### src/rtl/irq_pkg.sv
// Package irq_pkg: shared encodings for the vectored interrupt controller.
// Assumes the spacing code is interpreted as a left shift added to 5.
package irq_pkg;
    // Vector spacing codes; byte spacing is 32 << code.
    typedef enum logic [1:0] {
        SPACE_32  = 2'd0,
        SPACE_64  = 2'd1,
        SPACE_128 = 2'd2,
        SPACE_256 = 2'd3
    } vec_space_e;

    // Width of one shadow map entry (sets 0..7).
    localparam int unsigned SET_W = 3;

    // Shift amount that turns a source number into a table offset.
    function automatic int unsigned space_shift(input logic [1:0] code);
        return 5 + int'(code);
    endfunction
endpackage

### src/rtl/irq_sync.sv
// Module irq_sync: two-flop synchronizer for a bus of independent level
// signals. Assumes each bit is an unrelated level (no bus coherency).
module irq_sync #(
    parameter int unsigned WIDTH = 6
) (
    input  logic             clk,
    input  logic             rst_n,
    input  logic [WIDTH-1:0] async_i,
    output logic [WIDTH-1:0] sync_o
);
    logic [WIDTH-1:0] meta_q;
    logic [WIDTH-1:0] sync_q;

    // Two register stages per bit, cleared by reset.
    always_ff @(posedge clk) begin
        if (!rst_n) begin
            meta_q <= '0;
            sync_q <= '0;
        end else begin
            meta_q <= async_i;
            sync_q <= meta_q;
        end
    end

    assign sync_o = sync_q;
endmodule

### src/rtl/irq_prio.sv
// Module irq_prio: fixed-priority selection among NSRC sources. Source s
// competes at level s+1 and must beat the current level strictly; the
// highest eligible number wins. Assumes cur_lvl uses 0 for "no handler".
module irq_prio #(
    parameter int unsigned NSRC  = 8,
    localparam int unsigned IDX_W = $clog2(NSRC),
    localparam int unsigned LVL_W = $clog2(NSRC + 1)
) (
    input  logic             clk,
    input  logic             rst_n,
    input  logic [NSRC-1:0]  pend_i,
    input  logic [NSRC-1:0]  en_i,
    input  logic             gen_i,
    input  logic [LVL_W-1:0] cur_lvl_i,
    output logic             any_o,
    output logic [IDX_W-1:0] win_o
);
    logic [NSRC-1:0] elig;

    // Per-source eligibility: pending, enabled, and above the current level.
    for (genvar s = 0; s < NSRC; s++) begin : g_elig
        localparam logic [LVL_W-1:0] SRC_LVL = LVL_W'(s + 1);
        assign elig[s] = pend_i[s] && en_i[s] && gen_i && (SRC_LVL > cur_lvl_i);
    end

    // Encoder: scan upward so the highest eligible number is kept.
    always_comb begin
        any_o = 1'b0;
        win_o = '0;
        for (int s = 0; s < NSRC; s++) begin
            if (elig[s]) begin
                any_o = 1'b1;
                win_o = IDX_W'(s);
            end
        end
    end


    // winner_enabled_chk: a presented winner is always enabled, pending and globally allowed
    winner_enabled_chk: assert property (@(posedge clk) disable iff (!rst_n)
        any_o |-> (gen_i && en_i[win_o] && pend_i[win_o]));
endmodule

### src/rtl/irq_lvl_stack.sv
// Module irq_lvl_stack: holds the current service level and a LIFO of
// interrupted levels. A push installs a new level and saves the old one;
// a pop restores the saved one. Push wins over pop. Assumes the caller
// pushes only strictly higher levels, so DEPTH pushes cannot be exceeded.
module irq_lvl_stack #(
    parameter int unsigned DEPTH = 8,
    parameter int unsigned LVL_W = 4,
    localparam int unsigned SP_W = $clog2(DEPTH + 1)
) (
    input  logic             clk,
    input  logic             rst_n,
    input  logic             push_i,
    input  logic [LVL_W-1:0] push_lvl_i,
    input  logic             pop_i,
    output logic [LVL_W-1:0] cur_lvl_o
);
    logic [LVL_W-1:0] stk_q [DEPTH];
    logic [SP_W-1:0]  sp_q;
    logic [LVL_W-1:0] cur_q;
    logic             do_pop;

    assign do_pop = pop_i && !push_i && (sp_q != '0);

    // Level and stack update: push on entry, pop on handler exit.
    always_ff @(posedge clk) begin
        if (!rst_n) begin
            cur_q <= '0;
            sp_q  <= '0;
            for (int i = 0; i < DEPTH; i++) stk_q[i] <= '0;
        end else if (push_i) begin
            stk_q[sp_q[$clog2(DEPTH)-1:0]] <= cur_q;
            sp_q  <= sp_q + 1'b1;
            cur_q <= push_lvl_i;
        end else if (do_pop) begin
            cur_q <= stk_q[sp_q[$clog2(DEPTH)-1:0] - 1'b1];
            sp_q  <= sp_q - 1'b1;
        end
    end

    assign cur_lvl_o = cur_q;


    // stack_no_overflow_chk: a push never happens with the stack full
    stack_no_overflow_chk: assert property (@(posedge clk) disable iff (!rst_n)
        push_i |-> (sp_q < SP_W'(DEPTH)));


    // pop_lowers_chk: a pop returns to a strictly lower level
    pop_lowers_chk: assert property (@(posedge clk) disable iff (!rst_n)
        do_pop |=> (cur_q < $past(cur_q)));


    // idle_level_chk: an empty stack means no handler is active
    idle_level_chk: assert property (@(posedge clk) disable iff (!rst_n)
        (sp_q == '0) |-> (cur_q == '0));
endmodule

### src/rtl/vec_irq_ctrl.sv
// Module vec_irq_ctrl: vectored, prioritized interrupt controller with a
// shadow register set per level. Sources 0..SW_BITS-1 are software bits,
// the rest are hardware lines. Assumes SHADOW_SETS is 1, 2, 4 or 8 and that
// configuration inputs are quasi-static relative to the CPU's use of them.
module vec_irq_ctrl #(
    parameter int unsigned HW_LINES    = 6,
    parameter int unsigned SW_BITS     = 2,
    parameter int unsigned SHADOW_SETS = 4,
    parameter int unsigned ADDR_W      = 32,
    localparam int unsigned NSRC  = HW_LINES + SW_BITS,
    localparam int unsigned IDX_W = $clog2(NSRC),
    localparam int unsigned LVL_W = $clog2(NSRC + 1),
    localparam int unsigned MAP_W = NSRC * irq_pkg::SET_W
) (
    input  logic                       clk,
    input  logic                       rst_n,
    input  logic [HW_LINES-1:0]        hw_irq_i,
    input  logic                       sw_wr_en_i,
    input  logic [SW_BITS-1:0]         sw_wr_data_i,
    input  logic                       global_en_i,
    input  logic [NSRC-1:0]            src_en_i,
    input  logic [ADDR_W-1:0]          vec_base_i,
    input  logic [1:0]                 vec_space_i,
    input  logic [MAP_W-1:0]           shadow_map_i,
    input  logic                       ack_i,
    input  logic                       eoh_i,
    output logic                       irq_req_o,
    output logic [IDX_W-1:0]           vec_num_o,
    output logic [ADDR_W-1:0]          vec_addr_o,
    output logic [irq_pkg::SET_W-1:0]  shadow_set_o,
    output logic [LVL_W-1:0]           cur_lvl_o
);
    import irq_pkg::*;

    logic [HW_LINES-1:0] hw_sync;
    logic [SW_BITS-1:0]  sw_q;
    logic [NSRC-1:0]     pend;
    logic                any;
    logic [IDX_W-1:0]    win;
    logic [LVL_W-1:0]    cur_lvl;
    logic                take;
    logic [SET_W-1:0]    map_ent;

    irq_sync #(.WIDTH(HW_LINES)) u_sync (
        .clk     (clk),
        .rst_n   (rst_n),
        .async_i (hw_irq_i),
        .sync_o  (hw_sync)
    );

    // Software request bits: written only by the register strobe.
    always_ff @(posedge clk) begin
        if (!rst_n)          sw_q <= '0;
        else if (sw_wr_en_i) sw_q <= sw_wr_data_i;
    end

    assign pend = {hw_sync, sw_q};

    irq_prio #(.NSRC(NSRC)) u_prio (
        .clk       (clk),
        .rst_n     (rst_n),
        .pend_i    (pend),
        .en_i      (src_en_i),
        .gen_i     (global_en_i),
        .cur_lvl_i (cur_lvl),
        .any_o     (any),
        .win_o     (win)
    );

    assign take = ack_i && any;

    irq_lvl_stack #(.DEPTH(NSRC), .LVL_W(LVL_W)) u_stack (
        .clk        (clk),
        .rst_n      (rst_n),
        .push_i     (take),
        .push_lvl_i (LVL_W'(win) + 1'b1),
        .pop_i      (eoh_i),
        .cur_lvl_o  (cur_lvl)
    );

    // Vector address: base plus source number scaled by the spacing.
    always_comb begin
        vec_addr_o = vec_base_i + (ADDR_W'(win) << space_shift(vec_space_i));
    end

    assign map_ent = shadow_map_i[win*SET_W +: SET_W];

    // Shadow set lookup; clamp only when fewer than 8 sets exist.
    if (SHADOW_SETS >= (1 << SET_W)) begin : g_no_clamp
        assign shadow_set_o = map_ent;
    end else begin : g_clamp
        assign shadow_set_o = (map_ent >= SET_W'(SHADOW_SETS)) ? '0 : map_ent;
    end

    assign irq_req_o = any;
    assign vec_num_o = win;
    assign cur_lvl_o = cur_lvl;


    // above_level_chk: a presented source always outranks the current level
    above_level_chk: assert property (@(posedge clk) disable iff (!rst_n)
        irq_req_o |-> ((LVL_W'(vec_num_o) + 1'b1) > cur_lvl_o));


    // ack_enters_chk: a taken acknowledge moves to the winner's level
    ack_enters_chk: assert property (@(posedge clk) disable iff (!rst_n)
        (ack_i && irq_req_o) |=> (cur_lvl_o == LVL_W'($past(vec_num_o)) + 1'b1));


    // sw_hold_chk: software bits change only on a write strobe
    sw_hold_chk: assert property (@(posedge clk) disable iff (!rst_n)
        !sw_wr_en_i |=> $stable(sw_q));


    // shadow_range_chk: a presented shadow set always exists in this build
    shadow_range_chk: assert property (@(posedge clk) disable iff (!rst_n)
        irq_req_o |-> (int'(shadow_set_o) < SHADOW_SETS));
endmodule

### config.mk
export PLATFORM = sky130hd
export DESIGN_NAME = vec_irq_ctrl
export DESIGN_NICKNAME = d
export VERILOG_FILES = /design/src/rtl/irq_pkg.sv /design/src/rtl/irq_sync.sv /design/src/rtl/irq_prio.sv /design/src/rtl/irq_lvl_stack.sv /design/src/rtl/vec_irq_ctrl.sv
export SDC_FILE = /design/constraint.sdc
export NUM_CORES = 1
export LEC_CHECK = 0
export ABC_AREA = 0
export BUFFER_PORTS_ARGS = -buffer_cell sky130_fd_sc_hd__buf_2
export CORE_UTILIZATION = 53
export DETAILED_ROUTE_END_ITERATION = 8
export PLACE_DENSITY = 0.82
export SLEW_MARGIN = 10
export SYNTH_ARGS = -nofsm -noshare
export SYNTH_HDL_FRONTEND = slang
export SYNTH_SLANG_ARGS = --single-unit
### constraint.sdc
create_clock -name clk -period 5.1 [get_ports clk]
set_input_delay 0.51 -clock clk [delete_from_list [all_inputs] [get_ports clk]]
set_output_delay 0.51 -clock clk [all_outputs]
set_load 0.05 [all_outputs]
==> flow_summary_export.csv <==
group,metric,value,unit
worst_setup_path,slowest_delay,580,ps
drt,dr.pass1.iters,4,
drt,drtIter0Drc,155,
power_and_ir_drop,cellPowerDensity,340.4,nW/µm²
clocking,numCtsBuffers,5,
run,max-cap-violations,0,
sta,holdWs,405.0,ps
sta,tightest_slew,786.3,ps
synth,synth_area,4065,µm²
synth,synth_top_family_by_area,"simple AND/OR/NAND/NOR gates",
synth,ys_top_cells_by_area,"edfxtp_1 24%, dfxtp_1 11%, ha_1 7.1%",
final_layout,area_delta_synth_final,21.58,%
clocking,clock-root-buffer,"clkbuf_8",
worst_setup_path,critPathSlowestCell,"dfxtp_1",
power_and_ir_drop,p_leak,2.246,nW
worst_setup_path,cp.required,4590,ps
worst_setup_path,crit_type,"flop to primary output",
worst_setup_path,cp_common_cell,"nor2_1",
hold_path,worst_hold_path_type,"input pin to flop",
synth,synth-simple-area-share,23.33,%
synth,yosys.area.top_type_share,23.64,%
floorplanning,initial_utilization,55.45,%
grt,grt_pass1_wl,14880,µm
sta,fmax,0.2071,GHz
floorplanning,die_x,89.58,µm
final_layout,drive_gt1_share,29.35,%
drt,avgViaCountPerCell,5.543,
final_layout,layout.nets,673,
sta,slew_headroom,47.51,%
drt,wire_per_inst,14.42,µm
sta,report.final.slew_viol_count,0,
clocking,cts_tree,"done",
worst_setup_path,startpoint_type,"flop",
synth,ys_types,66,
clocking,cts-htree-levels,2,
grt,overflow,0,
clocking,clockBufferDepth,2,
synth,synth_warnings,0,
grt,grtUsageTotal,23.99,%
sta,fin_skew,8.331,ps
synth,synthMuxAreaShare,8.649,%
floorplanning,coreArea,7331,µm²
floorplanning,pin_count,123,
final_layout,stdcell_area,4942,µm²
power_and_ir_drop,vdd_ir_drop_max,0.0003082,V
drt,drc,0,
final_layout,antenna_cells,0,
clocking,clk_latency,310,ps
synth,syn_area_per_cell,9.324,µm²
worst_setup_path,end_kind,"primary output",
synth,synth_fa_ha_area_share,8.064,%
sta,final-setup-viol-count,0,
grt,antenna_found_initial,0,
synth,synth_compound_gate_area_share,14.99,%
drt,drt-total-wl,9631,µm
synth,async_flop_share,0,%
worst_setup_path,crit_fanout,9,
placed_design,postPlaceCellArea,4830,µm²
synth,synth_top_area_cell,"edfxtp_1",
clocking,clock_sinks,54,
sta,period_share,94.70,%
synth,synth_seq_cells,54,
placed_design,io_buffer_count,121,
drt,num_vias,3703,
power_and_ir_drop,finalPower,0.001682,W
floorplanning,row_count,31,
grt,grt_max_degree,36,
placed_design,gp_congestion,0.9475,
drt,antenna_left,0,
synth,seq_area_frac_synth,34.47,%
placed_design,place_hpwl,7695,µm
sta,period_needed,4829,ps
worst_setup_path,crit_chain,"and4bb_2, o21a_1, nor2_1, or3_1, nand3_1, and3_1, ha_1, a21oi_1, nand2_1, a221oi_1, o22ai_2, o41ai_4, buf_4, nor2_1, xor2_2, buf_2",
sta,final-hold-violation-count,0,
synth,synth_xor_area_share,7.325,%
status,status,"finished clean",
clocking,ctsHoldBuffers,0,
floorplanning,dieArea,8025,µm²
floorplanning,die_h,89.58,µm
synth,synthFlopType,"edfxtp_1",
clocking,path_clk_slew,90,ps
synth,synth-edff-count,32,
synth,netlist_instances,436,
worst_setup_path,arrival,4320,ps
grt,grt_pass1_vias,3383,
[stage by stage]
step	std cells	utilization [%]	worst slack (ps)	TNS, ps
global route	668	67.42	-9.690	-9.690
global placement	659	65.88	517.4	0
finish	668	67.42	270.5	0
floorplan	452	-	150.9	0
CTS	667	67.06	50.40	0
detailed placement	659	65.88	407.4	0
[Yosys cell counts (all sizes together), types with 3 or more instances]
library cell   n
o211a          3
clkbuf         7
a31o           3
mux4           8
and4           3
mux2i         16
ha            23
nor2b         10
inv           12
o21ai         26
nand2b         4
xnor2         20
o31ai          3
nor3           9
buf            6
or3            4
a211oi         3
o22ai          3
nand2         49
and3           6
xor2          14
and2          17
dfxtp         22
nor2          47
a21oi         16
nand3         27
nand4          4
edfxtp        32
a21o           7
[final cells by class]
class,instances,area (µm²)
clock buffers,6,72.57
clock inverters,2,13.76
fillers,584,2389
inverters,12,47.55
multi-input cells,373,2669
flip-flops and latches,54,1403
well taps,99,123.9
repair buffers,122,613.1
[layer usage]
layer	vias up	global-route usage [%]	wire length, µm	part of all wire, %
li1	1826	-	-	-
met1	1702	31.48	4068	42
met2	163	41.74	4705	49
met3	12	2.925	731	7.6
met4	0	6.926	124	1.3
met5	-	0	0	0
[flip-flops by register name, summed over array words and instances (netlist names)]
name,cells
u_sync.meta_q,6
u_stack.sp_q,4
u_sync.sync_o,6
u_stack.cur_lvl_o,4
sw_q,2
u_stack.stk_q,32
[critical path, delay by kind of cell (launching register included)]
family	cells	cell delay [ps]
AOI/OAI and AO/OA	5	1270
xor gates and xnor gates	1	120
adders and majority gates	1	290
DFF	1	580
and+or+nand+nor	7	1260
buffers and inverters	2	490
[power by group]
group / total [W] / switching, W / internal (W)
Sequential: 0.000591 / 0.0000802 / 0.000510
Combinational: 0.000860 / 0.000540 / 0.000320
Clock: 0.000232 / 0.000134 / 0.0000975
[repair_timing]
item                       in CTS  in global routing
setup endpoints to repair       0                 14
buffers inserted                0                  1
resized for setup               0                  4
[cell usage in the layout (no fill, tap or decap), types with 11 or more instances in the layout]
master    netlist  final
dfxtp_1        22     21
inv_1          11     11
mux2i_1        16     16
buf_2           2    121
nand2_1        48     48
nor2_1         47     47
xnor2_1        20     20
a21oi_1        16     15
and2_1         16     16
nand3_1        22     22
edfxtp_1       32     32
ha_1           23     23
o21ai_0        25     24
conb_1          2     18
[logic make-up after synthesis]
| logic type | Yosys count |
|---|---|
| fa+ha+maj | 25 |
| mux | 25 |
| xor+xnor | 34 |
| compound gates | 83 |
| simple gates | 188 |
| flops | 54 |
| buf+inv | 25 |
| other cells | 2 |
[final timing paths]
path	endpoint	depth (start not counted)	from	slack, ps
worst max-delay path	vec_addr_o[28]	16	u_stack.cur_lvl_o[2]	270
worst min-delay path	u_sync.meta_q[2]	2	hw_irq_i[2]	410
worst max register to register	u_stack.sp_q[3]	11	u_stack.cur_lvl_o[2]	1820
worst min register to register	u_sync.sync_o[4]	1	u_sync.meta_q[4]	440
No activity file was read; power rests on OpenSTA's default activity.
